## config.mk

```make
export PLATFORM = sky130hd
export DESIGN_NAME = sdm_chan_frontend
export DESIGN_NICKNAME = d
export VERILOG_FILES = /design/src/rtl/sdm_fe_pkg.sv /design/src/rtl/sdm_sync_bank.sv /design/src/rtl/sdm_chan_route.sv /design/src/rtl/sdm_edge_capture.sv /design/src/rtl/sdm_chan_frontend.sv
export SDC_FILE = /design/constraint.sdc
export NUM_CORES = 1
export LEC_CHECK = 0
export ABC_AREA = 1
export BUFFER_PORTS_ARGS = -buffer_cell sky130_fd_sc_hd__buf_4
export CAP_MARGIN = 20
export CORE_ASPECT_RATIO = 1.1
export CORE_MARGIN = 4
export CORE_UTILIZATION = 45
export CTS_CLUSTER_SIZE = 10
export DETAILED_ROUTE_END_ITERATION = 10
export MAX_ROUTING_LAYER = met4
export PLACE_DENSITY = 0.72
export SLEW_MARGIN = 40
export SYNTH_ARGS = -nofsm -noshare
export SYNTH_HDL_FRONTEND = slang
export SYNTH_SLANG_ARGS = --single-unit
export TNS_END_PERCENT = 30
```

## constraint.sdc

```tcl
create_clock -name clk -period 0.8 [get_ports clk]
set_input_delay 0.08 -clock clk [delete_from_list [all_inputs] [get_ports clk]]
set_output_delay 0.08 -clock clk [all_outputs]
set_load 0.02 [all_outputs]
```

## src/rtl/sdm_fe_pkg.sv

```systemverilog
package sdm_fe_pkg;
  // Latched per-channel setting
  typedef struct packed {
    logic in_sel;    // 1: read next-higher channel pins
    logic fall_edge; // 1: sample on falling edge
    logic int_clk;   // 1: use internal serial clock
  } chan_cfg_t;

  localparam int unsigned SYNC_STAGES = 2;
endpackage

```

## src/rtl/sdm_sync_bank.sv

```systemverilog
module sdm_sync_bank #(
  parameter int unsigned WIDTH  = 4,
  parameter int unsigned STAGES = 2
) (
  input  logic             clk,
  input  logic             rst,
  input  logic [WIDTH-1:0] d_async,
  output logic [WIDTH-1:0] d_sync
);
  logic [WIDTH-1:0] stage_q [STAGES];

  always_ff @(posedge clk) begin
    if (rst) begin
      for (int s = 0; s < STAGES; s++) stage_q[s] <= '0;
    end else begin
      stage_q[0] <= d_async;
      for (int s = 1; s < STAGES; s++) stage_q[s] <= stage_q[s-1];
    end
  end

  assign d_sync = stage_q[STAGES-1];
endmodule

```

## src/rtl/sdm_chan_route.sv

```systemverilog
module sdm_chan_route
  import sdm_fe_pkg::*;
#(
  parameter int unsigned NUM_CH = 2
) (
  input  chan_cfg_t [NUM_CH-1:0] cfg,
  input  logic [NUM_CH-1:0]      pin_clk_s,
  input  logic [NUM_CH-1:0]      pin_dat_s,
  input  logic                   int_clk_s,
  output logic [NUM_CH-1:0]      sel_clk,
  output logic [NUM_CH-1:0]      sel_dat
);
  for (genvar i = 0; i < NUM_CH; i++) begin : g_route
    localparam int unsigned NXT = (i + 1) % NUM_CH;
    logic pclk;
    assign pclk       = cfg[i].in_sel ? pin_clk_s[NXT] : pin_clk_s[i];
    assign sel_dat[i] = cfg[i].in_sel ? pin_dat_s[NXT] : pin_dat_s[i];
    assign sel_clk[i] = cfg[i].int_clk ? int_clk_s : pclk;
  end
endmodule

```

## src/rtl/sdm_edge_capture.sv

```systemverilog
module sdm_edge_capture (
  input  logic clk,
  input  logic rst,
  input  logic en,
  input  logic fall_mode,
  input  logic sclk_lvl,
  input  logic sdat_lvl,
  output logic valid_o,
  output logic bit_o
);
  logic prev_q;
  logic hit;

  assign hit = fall_mode ? (prev_q & ~sclk_lvl) : (~prev_q & sclk_lvl);

  always_ff @(posedge clk) begin
    if (rst) begin
      prev_q  <= 1'b0;
      valid_o <= 1'b0;
      bit_o   <= 1'b0;
    end else begin
      prev_q <= sclk_lvl;
      if (!en) begin
        valid_o <= 1'b0;
        bit_o   <= 1'b0;
      end else if (hit) begin
        valid_o <= 1'b1;
        bit_o   <= sdat_lvl;
      end else begin
        valid_o <= 1'b0;
      end
    end
  end
endmodule

```

## src/rtl/sdm_chan_frontend.sv

```systemverilog
module sdm_chan_frontend
  import sdm_fe_pkg::*;
#(
  parameter int unsigned NUM_CH = 2
) (
  input  logic                  clk,
  input  logic                  rst,
  input  logic [NUM_CH-1:0]     ch_en,
  input  logic [NUM_CH-1:0]     cfg_in_sel,
  input  logic [2*NUM_CH-1:0]   cfg_edge,
  input  logic [2*NUM_CH-1:0]   cfg_clk_src,
  input  logic [NUM_CH-1:0]     pin_sclk,
  input  logic [NUM_CH-1:0]     pin_sdat,
  input  logic                  int_sclk,
  output logic [NUM_CH-1:0]     smp_valid,
  output logic [NUM_CH-1:0]     smp_bit
);
  localparam int unsigned SYNC_W = 2 * NUM_CH + 1;

  chan_cfg_t [NUM_CH-1:0] cfg_q;
  logic [SYNC_W-1:0]      sync_out;
  logic [NUM_CH-1:0]      clk_s, dat_s, sel_clk, sel_dat;
  logic                   int_s;

  // Settings load only while a channel is idle
  always_ff @(posedge clk) begin
    if (rst) begin
      cfg_q <= '0;
    end else begin
      for (int i = 0; i < NUM_CH; i++) begin
        if (!ch_en[i]) begin
          cfg_q[i].in_sel    <= cfg_in_sel[i];
          cfg_q[i].fall_edge <= cfg_edge[2*i];
          cfg_q[i].int_clk   <= |cfg_clk_src[2*i +: 2];
        end
      end
    end
  end

  sdm_sync_bank #(.WIDTH(SYNC_W), .STAGES(SYNC_STAGES)) sync_i (
    .clk(clk), .rst(rst),
    .d_async({int_sclk, pin_sdat, pin_sclk}),
    .d_sync(sync_out)
  );

  assign clk_s = sync_out[NUM_CH-1:0];
  assign dat_s = sync_out[2*NUM_CH-1:NUM_CH];
  assign int_s = sync_out[SYNC_W-1];

  sdm_chan_route #(.NUM_CH(NUM_CH)) route_i (
    .cfg(cfg_q), .pin_clk_s(clk_s), .pin_dat_s(dat_s), .int_clk_s(int_s),
    .sel_clk(sel_clk), .sel_dat(sel_dat)
  );

  for (genvar i = 0; i < NUM_CH; i++) begin : g_cap
    sdm_edge_capture cap_i (
      .clk(clk), .rst(rst), .en(ch_en[i]),
      .fall_mode(cfg_q[i].fall_edge),
      .sclk_lvl(sel_clk[i]), .sdat_lvl(sel_dat[i]),
      .valid_o(smp_valid[i]), .bit_o(smp_bit[i])
    );
  end
endmodule

```

==> results.txt, run 1 <==
Number of antenna violations at the first check in global routing - 0
Worst Path Class, Setup - reg2reg
Main combinational cell family by area after synthesis - simple AND/OR/NAND/NOR gates
Vias - 799
Worst ir drop on vdd - 1310 uV
Setup-violating endpoint count in the final report - 9
Initial cell density of the core - 49.1%
Rows - 16
Unrepaired setup endpoints after global routing - true
Area share of the largest cell type after synthesis - 48.7%
Final Hold Violating Endpoints - 0
H-tree Lvls - 1
Number of global-route vias before repair - 754
Port Buffer Count - 20
Met1 layer usage reported by global route - 15.3%
Top fanout value on the critical path - 4
Horizontal extent of the die - 50.8 um
Final RePlAce weighted congestion - 0.818
Cell type contributing the most total cell area after synthesis - sky130_fd_sc_hd__dfxtp_1
Post-placement setup slack - -0.139 ns
Max transition margin - 84.4%
Max Clock Skew - 0.00149 ns
Count of different cell masters after synthesis - 17
Average routed wire per standard cell - 10.7 um
Length of the first detailed-routing pass in iterations - 5
Clock tree from TritonCTS - yes
Global-route wire length before repair - 3050 um
DRC Markers - 0
F_max - 1.04 GHz
Share of the clock period used by the worst path after layout - 120%
Sink Count - 22
Maximum number of pins on one net before global-route repair - 18
Fraction of the mapped netlist area in compound gates - 8.85%
Synth Area in Simple Gates - 29.0%
Crit path setup slack, layout - -0.158 ns
Top-level port count - 23
Total core area - 1840 um^2
Number of DRC violations after detailed-routing iteration 0 - 9
Violated checks - setup timing
Area share of fa/ha/maj cells after synthesis - 0%
Post-synthesis cell area - 905 um^2
Avg Synthesized Cell Area - 7.94 um^2
Area added between synthesis and finish - 44.0%
Net count reported at finish - 164
Number of CTS-inserted buffers - 3
Root Buffer Master - sky130_fd_sc_hd__clkbuf_4
Classification of the worst-slack hold path - in2reg
Most Crowded Layer GR - met2
Total die area - 2790 um^2
Buffer depth of the longest clock path - 2
Clock transition at the registers of the reported paths - 0.11 ns
Max-cap violation count - 0
Areal power density over the cells - 1690 nW/um^2
Die Y-Extent - 55.0 um
Remaining antenna violation count - 0
Hold WS - 0.0153 ns
Number of nets in the synthesized netlist - 133
Post-DP HPWL - 1220 um
Final period demand of the worst path - 0.958 ns
Total chip power - 2.20 mW
Antenna cell count - 0
Design area - 1300 um^2
Proportion of synthesized area in mux cells - 0%
DP Area - 1080 um^2
Post-synthesis sequential area ratio - 48.7%
Global-route usage over all layers - 15.6%
CP startpoint kind - flip-flop
Count of state elements after synthesis - 22
Layout cell share with drive strength beyond 1 - 47.2%
Detailed-route wire length - 1830 um
XOR/XNOR share of the synthesized area - 0%
Synth top area cells - sky130_fd_sc_hd__dfxtp_1 (49%), sky130_fd_sc_hd__nand3_2 (8.9%), sky130_fd_sc_hd__inv_1 (7.5%)
Kind of end point of the critical path - flip-flop
Data arrival time of the critical path - 1.17 ns
Vias per std cell - 4.67
Clock latency of the later-clocked register in the worst-skew pair - 0.30 ns
Required time reported for the critical path endpoint - 1.01 ns
Transition time of the tightest slew-check pin - 0.232 ns
Synthesized instance count - 114
Pins Over Slew Limit - 0
Outcome - complete, but fails checks
Synth warn - 0
Met2 track demand over resource in global routing - 28.7%
Met3 demand-to-capacity share in global routing - 3.49%
Global-route congestion overflow total - 0
Standby leakage power - 0.604 nW
## flip-flops by register name, summed over array words and instances, names as in the netlist
name / flops
cfg_q: 6
g_cap.cap_i.valid_o: 2
g_cap.cap_i.prev_q: 2
sync_i.stage_q: 10
g_cap.cap_i.bit_o: 2
## logic make-up after synthesis
| group | after synthesis |
|---|---|
| AOI/OAI and AO/OA | 14 |
| buffers and inverters | 26 |
| DFF | 22 |
| and+or+nand+nor | 52 |
## synthesized netlist by cell type, drive strengths merged
cell type,instances
buf,6
nand2,18
nand3,10
o21ai,4
a21oi,6
a211oi,2
nor2,18
dfxtp,22
nor3,2
and3,2
a21boi,2
inv,20
or2,2
## per-stage QoR
stage          setup TNS (ns)  util [%]  cells
6_report               -0.799      70.7    171
5_1_grt                 -1.34      70.7    171
4_1_cts                -0.857      66.9    171
3_5_place_dp           -0.588      58.8    159
3_3_place_gp           -0.455      58.8    159
2_1_floorplan          -0.166         -    114
## placed cells by master, fill, tap and decap left out, types with 2 or more instances in the layout
| cell | count |
|---|---|
| sky130_fd_sc_hd__buf_4 | 21 |
| sky130_fd_sc_hd__nor2_1 | 18 |
| sky130_fd_sc_hd__inv_1 | 14 |
| sky130_fd_sc_hd__nand2_1 | 14 |
| sky130_fd_sc_hd__dfxtp_1 | 11 |
| sky130_fd_sc_hd__dfxtp_2 | 10 |
| sky130_fd_sc_hd__dlygate4sd3_1 | 6 |
| sky130_fd_sc_hd__inv_2 | 5 |
| sky130_fd_sc_hd__nand3_2 | 5 |
| sky130_fd_sc_hd__nand2_2 | 4 |
| sky130_fd_sc_hd__nand3_4 | 4 |
| sky130_fd_sc_hd__a21oi_2 | 4 |
| sky130_fd_sc_hd__o21ai_0 | 4 |
| sky130_fd_sc_hd__buf_6 | 4 |
| sky130_fd_sc_hd__clkbuf_4 | 3 |
| sky130_fd_sc_hd__a21boi_1 | 2 |
| sky130_fd_sc_hd__and3_4 | 2 |
| sky130_fd_sc_hd__a21oi_1 | 2 |
| sky130_fd_sc_hd__nor3_1 | 2 |
| sky130_fd_sc_hd__a211oi_2 | 2 |
## repair_timing
item | CTS | global route
pin swaps | 4 | 5
endpoints found under the setup margin | 11 | 13
endpoints found under the hold margin | 9 | 0
buffers inserted | 1 | 0
hold buffers | 7 | 0
resized for setup | 19 | 19
cloned | 0 | 0
## power by group
group | leakage [nW] | switching, mW | internal [mW] | total (mW)
sequential | 0.186 | 0.0428 | 1.16 | 1.20
clock | 0.0210 | 0.313 | 0.278 | 0.591
combinational | 0.398 | 0.192 | 0.213 | 0.405
total | 0.604 | 0.548 | 1.65 | 2.20
## per-layer routing
metal | share of wire, % | routed length (um)
met5 | 0 | 0
met4 | 0.77 | 14
met3 | 4.3 | 79
met2 | 55 | 1000
met1 | 40 | 732
## area by class of cell
cell class,count,area [um^2]
inverters,20,77.6
flip-flops and latches,22,457
well taps,27,33.8
repair buffers,32,275
multi-input cells,66,423
clock buffers,4,36.3
fillers,151,539
## critical path, cell delays in order (launching register included)
cell and delay, ns:
sky130_fd_sc_hd__dfxtp_2 0.38, sky130_fd_sc_hd__inv_2 0.06, sky130_fd_sc_hd__nand2_1 0.07, sky130_fd_sc_hd__nand3_2 0.08, sky130_fd_sc_hd__nand3_4 0.11, sky130_fd_sc_hd__nand3_2 0.08
sky130_fd_sc_hd__nand2_1 0.06, sky130_fd_sc_hd__nor2_1 0.03
## worst paths after layout
kind                                  endpoint  depth (start not counted)                            start  slack (ns)
max reg2reg  g_cap[0].cap_i.bit_o$_SDFFE_PP0P_                          7            cfg_q[2]$_SDFFE_PP0N_       -0.16
min                      cfg_q[4]$_SDFFE_PP0N_                          3                      cfg_edge[2]        0.02
min reg2reg    sync_i.stage_q[0][5]$_SDFF_PP0_                          2  sync_i.stage_q[0][0]$_SDFF_PP0_        0.40
max          g_cap[0].cap_i.bit_o$_SDFFE_PP0P_                          7            cfg_q[2]$_SDFFE_PP0N_       -0.16
(Power assumes the default switching activity.)
==> run 2, diff against run 1 <==
BUFFER_PORTS_ARGS = -buffer_cell sky130_fd_sc_hd__buf_2   (was -buffer_cell sky130_fd_sc_hd__buf_4)
PLACE_DENSITY = 0.74   (was 0.72)
==> run 2 against run 1 <==
The run still ends with setup timing left. Routed wire length up 2.7%. Critical path depth unchanged. Worst hold slack better by 0.0034 ns. Fmax down 0.72%. Total power down 5.0%. Cell count up 0.58%. Register-to-register slack about the same. Critical endpoint unchanged.
==> results.txt, run 2 (synthesis results as in run 1) <==
Root Buffer Master - sky130_fd_sc_hd__clkbuf_4
Data arrival time of the critical path - 1.20 ns (+0.03 ns)
Cell chain of the critical path - inv_4 -> nand2_2 -> nand3_2 -> nand3_4 -> nand3_2 -> nand2_1 -> nor2_1
Max-cap violation count - 0 (unchanged)
CP startpoint kind - flip-flop
Pins Over Slew Limit - 0 (unchanged)
Post-placement setup slack - -0.145 ns (-0.00591 ns)
Most flops, register - sync_i.stage_q
Hold WS - 0.0187 ns (+0.00339 ns)
Number of CTS-inserted buffers - 3 (unchanged)
Kind of end point of the critical path - flip-flop
Horizontal extent of the die - 50.8 um (unchanged)
Clock share of power - 22.3% (-4.6 points)
Share of the clock period used by the worst path after layout - 121% (+0.87 points)
Initial cell density of the core - 49.1% (unchanged)
Cell internal pwr - 1.54 mW (-6.6%)
Number of fill cells in the layout - 155 (+2.6%)
Rows - 16 (unchanged)
# placed instances - 159 (unchanged)
Global-route wire length before repair - 2880 um (-5.4%)
Switching power - 546 uW (-0.38%)
Final RePlAce weighted congestion - 0.791 (-3.4%)
Length of the first detailed-routing pass in iterations - 4 (-1)
F_max - 1.04 GHz (-0.72%)
Remaining antenna violation count - 0 (unchanged)
Crit path setup slack, layout - -0.165 ns (-0.00696 ns)
Areal power density over the cells - 1620 nW/um^2 (-4.3%)
Unrepaired setup endpoints after global routing - true
Registers with the most flip-flops - sync_i.stage_q: 10 flops, cfg_q: 6 flops
Classification of the worst-slack hold path - in2reg
Buffer depth of the longest clock path - 2 (unchanged)
Vias per std cell - 4.62 (-1.1%)
Total die area - 2790 um^2 (unchanged)
Fraction of power spent switching nets - 26.1% (+1.2 points)
Worst ir drop on vdd - 1480 uV (+13%)
DRC Markers - 0 (unchanged)
Sink Count - 22 (unchanged)
Total core area - 1840 um^2 (unchanged)
Max transition margin - 83.8% (-0.63 points)
Clock latency of the later-clocked register in the worst-skew pair - 0.29 ns (about the same)
Non-filler cells, final - 172 (+0.58%)
Required time reported for the critical path endpoint - 1.04 ns (+0.03 ns)
Net count reported at finish - 166 (+1.2%)
Number of antenna violations at the first check in global routing - 0 (unchanged)
Violated checks - setup timing
Final period demand of the worst path - 0.965 ns (+0.00696 ns)
Relative contribution of combinational cells to total power - 20.0% (+1.6 points)
Core utilization of the finished layout - 70.2% (-0.54 points)
Final Hold Violating Endpoints - 0 (unchanged)
Worst Path Class, Setup - reg2reg
Vias - 795 (-0.50%)
Top-level port count - 23 (unchanged)
Worst-path cell with the longest stage delay - sky130_fd_sc_hd__dfxtp_4
Number of flip-flops under the largest register name - 10 (unchanged)
Share of power burned in registers - 57.7% (+3.0 points)
Layout cell share with drive strength beyond 1 - 53.1% (+5.9 points)
Post-DP HPWL - 1230 um (+1.3%)
Clock transition at the registers of the reported paths - 0.11 ns (about the same)
Transition time of the tightest slew-check pin - 0.241 ns (+0.00937 ns)
Total chip power - 2.09 mW (-5.0%)
Leading cell type in the layout, fill and taps excluded - sky130_fd_sc_hd__nor2_1
Standby leakage power - 0.591 nW (-2.3%)
Outcome - complete, but fails checks
Antenna cell count - 0 (unchanged)
Design area - 1290 um^2 (-0.77%)
Number of DRC violations after detailed-routing iteration 0 - 8 (-1)
Top fanout value on the critical path - 4 (unchanged)
Commonest cells after routing, fill and taps aside - sky130_fd_sc_hd__nor2_1 (18), sky130_fd_sc_hd__buf_2 (16), sky130_fd_sc_hd__inv_1 (14)
Area used by multi-input combinational logic - 455 um^2 (+7.7%)
Setup-violating endpoint count in the final report - 12 (+3)
Die Y-Extent - 55.0 um (unchanged)
Max Clock Skew - 0.000936 ns (-0.000558 ns)
H-tree Lvls - 1 (unchanged)
Max incr delay on CP - 0.38 ns (about the same)
Global-route congestion overflow total - 0 (unchanged)
Area added between synthesis and finish - 42.9%
Accumulated negative setup slack - -0.964 ns (-0.165 ns)
Detailed-route wire length - 1880 um (+2.7%)
Cell count of the worst reg-to-reg path - 7 (unchanged)
Clock tree from TritonCTS - yes
Port Buffer Count - 20 (unchanged)
Number of global-route vias before repair - 745 (-1.2%)
Maximum number of pins on one net before global-route repair - 12 (-6)
Average routed wire per standard cell - 10.9 um (+2.1%)
Number of cells on the worst hold path - 3 (unchanged)
Most frequent cell on the critical path - sky130_fd_sc_hd__nand3_2
Register area - 462 um^2 (+1.1%)
Global-route usage over all layers - 14.4% (-1.2 points)
DP Area - 1030 um^2 (-4.6%)
[run 2: cell count changes in the layout (fill, tap and decap cells not counted), sizes merged]
cell / before / now
clkbuf: 4 / 3
dlymetal6s4s: 1 / 0
dlygate4sd3: 6 / 5
buf: 25 / 29
[run 2: worst paths after layout]
path | startpoint | end | slack, ns
hold reg to reg | sync_i.stage_q[0][0]$_SDFF_PP0_ | sync_i.stage_q[0][5]$_SDFF_PP0_ | 0.41
setup reg to reg | cfg_q[2]$_SDFFE_PP0N_ | g_cap[0].cap_i.bit_o$_SDFFE_PP0P_ | -0.17
hold / removal | cfg_edge[2] | cfg_q[4]$_SDFFE_PP0N_ | 0.02
setup / recovery | cfg_q[2]$_SDFFE_PP0N_ | g_cap[0].cap_i.bit_o$_SDFFE_PP0P_ | -0.17
[run 2: layout make-up]
type	instances	share of cell area (%)
Inverter	20	6.20
Tap cell	27	2.61
Clock buffer	3	1.74
Multi-Input combinational cell	66	35.2
Sequential cell	22	35.7
Timing Repair Buffer	34	18.5
[run 2: power groups by stage]
stage / Clock, mW / Combinational (mW) / Sequential (mW)
floorplan: 0 / 0.196 / 1.21
detailed placement: 0 / 0.274 / 1.22
finish: 0.466 / 0.417 / 1.21
CTS: 0.487 / 0.353 / 1.20
global route: 0.527 / 0.464 / 1.21
global placement: 0 / 0.265 / 1.21
[run 2: layer usage]
layer  vias up  routed length, um  GRT usage, %  share of wire [%]
li1        413                  -             -                  -
met1       356                735          14.5                 39
met2        22               1020          26.7                 54
met3         4                 87          3.22                4.6
met4         0                 33          7.17                1.8
met5         -                  0             -                  0
[run 2: timing repair]
item                                    in CTS  in global routing
pin swaps                                   10                  6
gates resized for setup                     29                 22
endpoints found under the setup margin       9                 13
hold endpoints to repair                     5                  0
buffers inserted                             5                  0
hold buffers                                 5                  0
[run 2: critical path: cells and delay by family (launching register included)]
family,cells,cell delay (ns)
buffers and inverters,1,0.08
flip-flops,1,0.38
AND/OR/NAND/NOR,6,0.44
==> run 3, diff against run 2 <==
CORE_UTILIZATION = 54   (was 45)
MAX_ROUTING_LAYER = default   (was met4)
PLACE_DENSITY = 0.83   (was 0.74)
clock period = 1.2 ns   (was 0.8 ns; I/O delays follow)
==> run 3 against run 2 <==
The run now ends clean. Via count down 9.7%. Fmax fell by 2.6%. Clock-buffer cell count increased by 1. Die area shrank 14%. First-iteration DRC count is 25% lower. Critical path type unchanged. Critical endpoint is now g_cap[1].cap_i.bit_o$_SDFFE_PP0P_.
==> results.txt, run 3 (synthesis results as in run 1) <==
Detailed-route wire length - 1490 um (-21%)
Remaining antenna violation count - 0 (unchanged)
Hold WS - 0.00762 ns (-0.0111 ns)
Kind of end point of the critical path - flip-flop
CP bufs+invs - 1 (unchanged)
Number of flip-flops under the largest register name - 10 (unchanged)
Cell family with most CP delay - flip-flops
Startpoint of the most critical register-to-register path - cfg_q[5]$_SDFFE_PP0N_
Number of antenna violations at the first check in global routing - 0 (unchanged)
Origin of the worst min-delay path - pin_sdat[0]
Area added between synthesis and finish - 12.3%
Horizontal extent of the die - 47.0 um (-7.3%)
Most flops, register - sync_i.stage_q
Final Hold Violating Endpoints - 0 (unchanged)
Number of gates resized after CTS - 0 (-100%)
Worst Path Class, Setup - reg2reg
Total core area - 1580 um^2 (-14%)
Initial cell density of the core - 57.4% (+8.3 points)
Vias - 718 (-9.7%)
Buffer depth of the longest clock path - 2 (unchanged)
Commonest cells after routing, fill and taps aside - sky130_fd_sc_hd__dfxtp_1 (22), sky130_fd_sc_hd__buf_2 (20), sky130_fd_sc_hd__inv_1 (18), sky130_fd_sc_hd__nor2_1 (18), sky130_fd_sc_hd__nand2_1 (18)
Sink Count - 22 (unchanged)
Post-DP HPWL - 1150 um (-6.5%)
Max-cap violation count - 0 (unchanged)
Cell count of the worst reg-to-reg path - 5 (-2)
Worst ir drop on vdd - 1090 uV (-26%)
Setup-violating endpoint count in the final report - 0 (-12)
Worst-path cell with the longest stage delay - sky130_fd_sc_hd__dfxtp_1
Required time reported for the critical path endpoint - 1.41 ns (+0.37 ns)
Unrepaired setup endpoints after global routing - false
Number of CTS-inserted buffers - 3 (unchanged)
Post-CTS setup buffer count - 0 (-5)
DRC Markers - 0 (unchanged)
Standby leakage power - 0.516 nW (-13%)
Layout cell share with drive strength beyond 1 - 27.3% (-26 points)
Endpoint of the worst register-to-register path - g_cap[1].cap_i.bit_o$_SDFFE_PP0P_
Outcome - completed
Top fanout value on the critical path - 4 (unchanged)
Cell chain of the critical path - inv_2 -> a21boi_0 -> nand3_1 -> nand2_1 -> nor2_1
Global-route usage over all layers - 15.3% (+0.89 points)
CTS hold repair buffers - 0 (-5)
Global-route congestion overflow total - 0 (unchanged)
Final RePlAce weighted congestion - 0.791 (about the same)
CP startpoint kind - flip-flop
Root Buffer Master - sky130_fd_sc_hd__clkbuf_4
Port Buffer Count - 20 (unchanged)
H-tree Lvls - 1 (unchanged)
Transition time of the tightest slew-check pin - 0.301 ns (+0.0594 ns)
Number of DRC violations after detailed-routing iteration 0 - 6 (-2)
Final period demand of the worst path - 0.991 ns (+0.0254 ns)
Top-level port count - 23 (unchanged)
Length of the first detailed-routing pass in iterations - 4 (unchanged)
Setup slack, reg-to-reg - 0.21 ns (+0.37 ns)
Max Clock Skew - 0.00427 ns (+0.00333 ns)
Core utilization of the finished layout - 64.4% (-5.7 points)
Share of the clock period used by the worst path after layout - 82.6% (-38 points)
Origin of the worst setup path - cfg_q[5]$_SDFFE_PP0N_
Data arrival time of the critical path - 1.20 ns (about the same)
Maximum number of pins on one net before global-route repair - 18 (+6)
Classification of the worst-slack hold path - in2reg
Total die area - 2390 um^2 (-14%)
Clock tree from TritonCTS - yes
Instance count on the critical path - 5 (-2)
Max transition margin - 80.0% (-3.8 points)
Clock transition at the registers of the reported paths - 0.12 ns (about the same)
Antenna cell count - 0 (unchanged)
Areal power density over the cells - 1340 nW/um^2 (-17%)
Average routed wire per standard cell - 9.97 um (-8.8%)
Die Y-Extent - 50.9 um (-7.5%)
Vias per std cell - 4.82 (+4.3%)
Clock latency of the later-clocked register in the worst-skew pair - 0.30 ns (about the same)
Leading cell type in the layout, fill and taps excluded - sky130_fd_sc_hd__dfxtp_1
Max incr delay on CP - 0.42 ns (+0.04 ns)
Number of fill cells in the layout - 150 (-3.2%)
Global-route wire length before repair - 2680 um (-6.9%)
F_max - 1.01 GHz (-2.6%)
Net count reported at finish - 152 (-8.4%)
Rows - 15 (-1)
Capturing element of the worst setup path - g_cap[1].cap_i.bit_o$_SDFFE_PP0P_
Pins Over Slew Limit - 0 (unchanged)
Registers with the most flip-flops - sync_i.stage_q: 10 flops, cfg_q: 6 flops
Number of global-route vias before repair - 677 (-9.1%)
Accumulated negative setup slack - 0 ns (+0.964 ns)
==> run 3: cell type report <==
cell class | count | area [um^2] | share of cell area, %
flip-flops and latches | 22 | 440 | 43.3
multi-input cells | 66 | 343 | 33.7
repair buffers | 20 | 100 | 9.85
inverters | 20 | 75.1 | 7.39
clock buffers | 4 | 36.3 | 3.57
well taps | 17 | 21.3 | 2.09
==> run 3: worst reg2reg max path, cell delays in order (launching register included) <==
cell	delay [ns]
sky130_fd_sc_hd__dfxtp_1	0.42
sky130_fd_sc_hd__inv_2	0.07
sky130_fd_sc_hd__a21boi_0	0.21
sky130_fd_sc_hd__nand3_1	0.10
sky130_fd_sc_hd__nand2_1	0.07
sky130_fd_sc_hd__nor2_1	0.04
==> run 3: worst min-delay path by stage <==
stage,endpoint,slack (ns),cells past startpoint
after floorplan,cfg_q[2]$_SDFFE_PP0N_,0.21,1
after global placement,sync_i.stage_q[0][2]$_SDFF_PP0_,0.32,3
after detailed placement,sync_i.stage_q[0][4]$_SDFF_PP0_,0.33,3
after CTS,sync_i.stage_q[0][1]$_SDFF_PP0_,0.003,3
after global routing,sync_i.stage_q[0][2]$_SDFF_PP0_,0.005,3
final,sync_i.stage_q[0][2]$_SDFF_PP0_,0.008,3
==> run 3: metal layers <==
metal	track usage [%]	wire, um
met3	3.17	47
met2	28.1	800
met4	5.53	28
met5	0	0
met1	16.3	609
==> run 3: power by group <==
group / switching, mW / internal [mW]
logic: 0.0940 / 0.0704
clock network: 0.215 / 0.185
registers: 0.0228 / 0.771
==> run 3: through the flow <==
stage / std cells / total power, mW / setup slack [ns] / cell area, um^2
2_1_floorplan: 114 / 0.932 / 0.335 / 905
3_3_place_gp: 145 / 0.967 / 0.279 / 980
3_5_place_dp: 145 / 0.975 / 0.254 / 980
4_1_cts: 149 / 1.37 / 0.217 / 1020
5_1_grt: 149 / 1.43 / 0.0765 / 1020
6_report: 149 / 1.36 / 0.209 / 1020
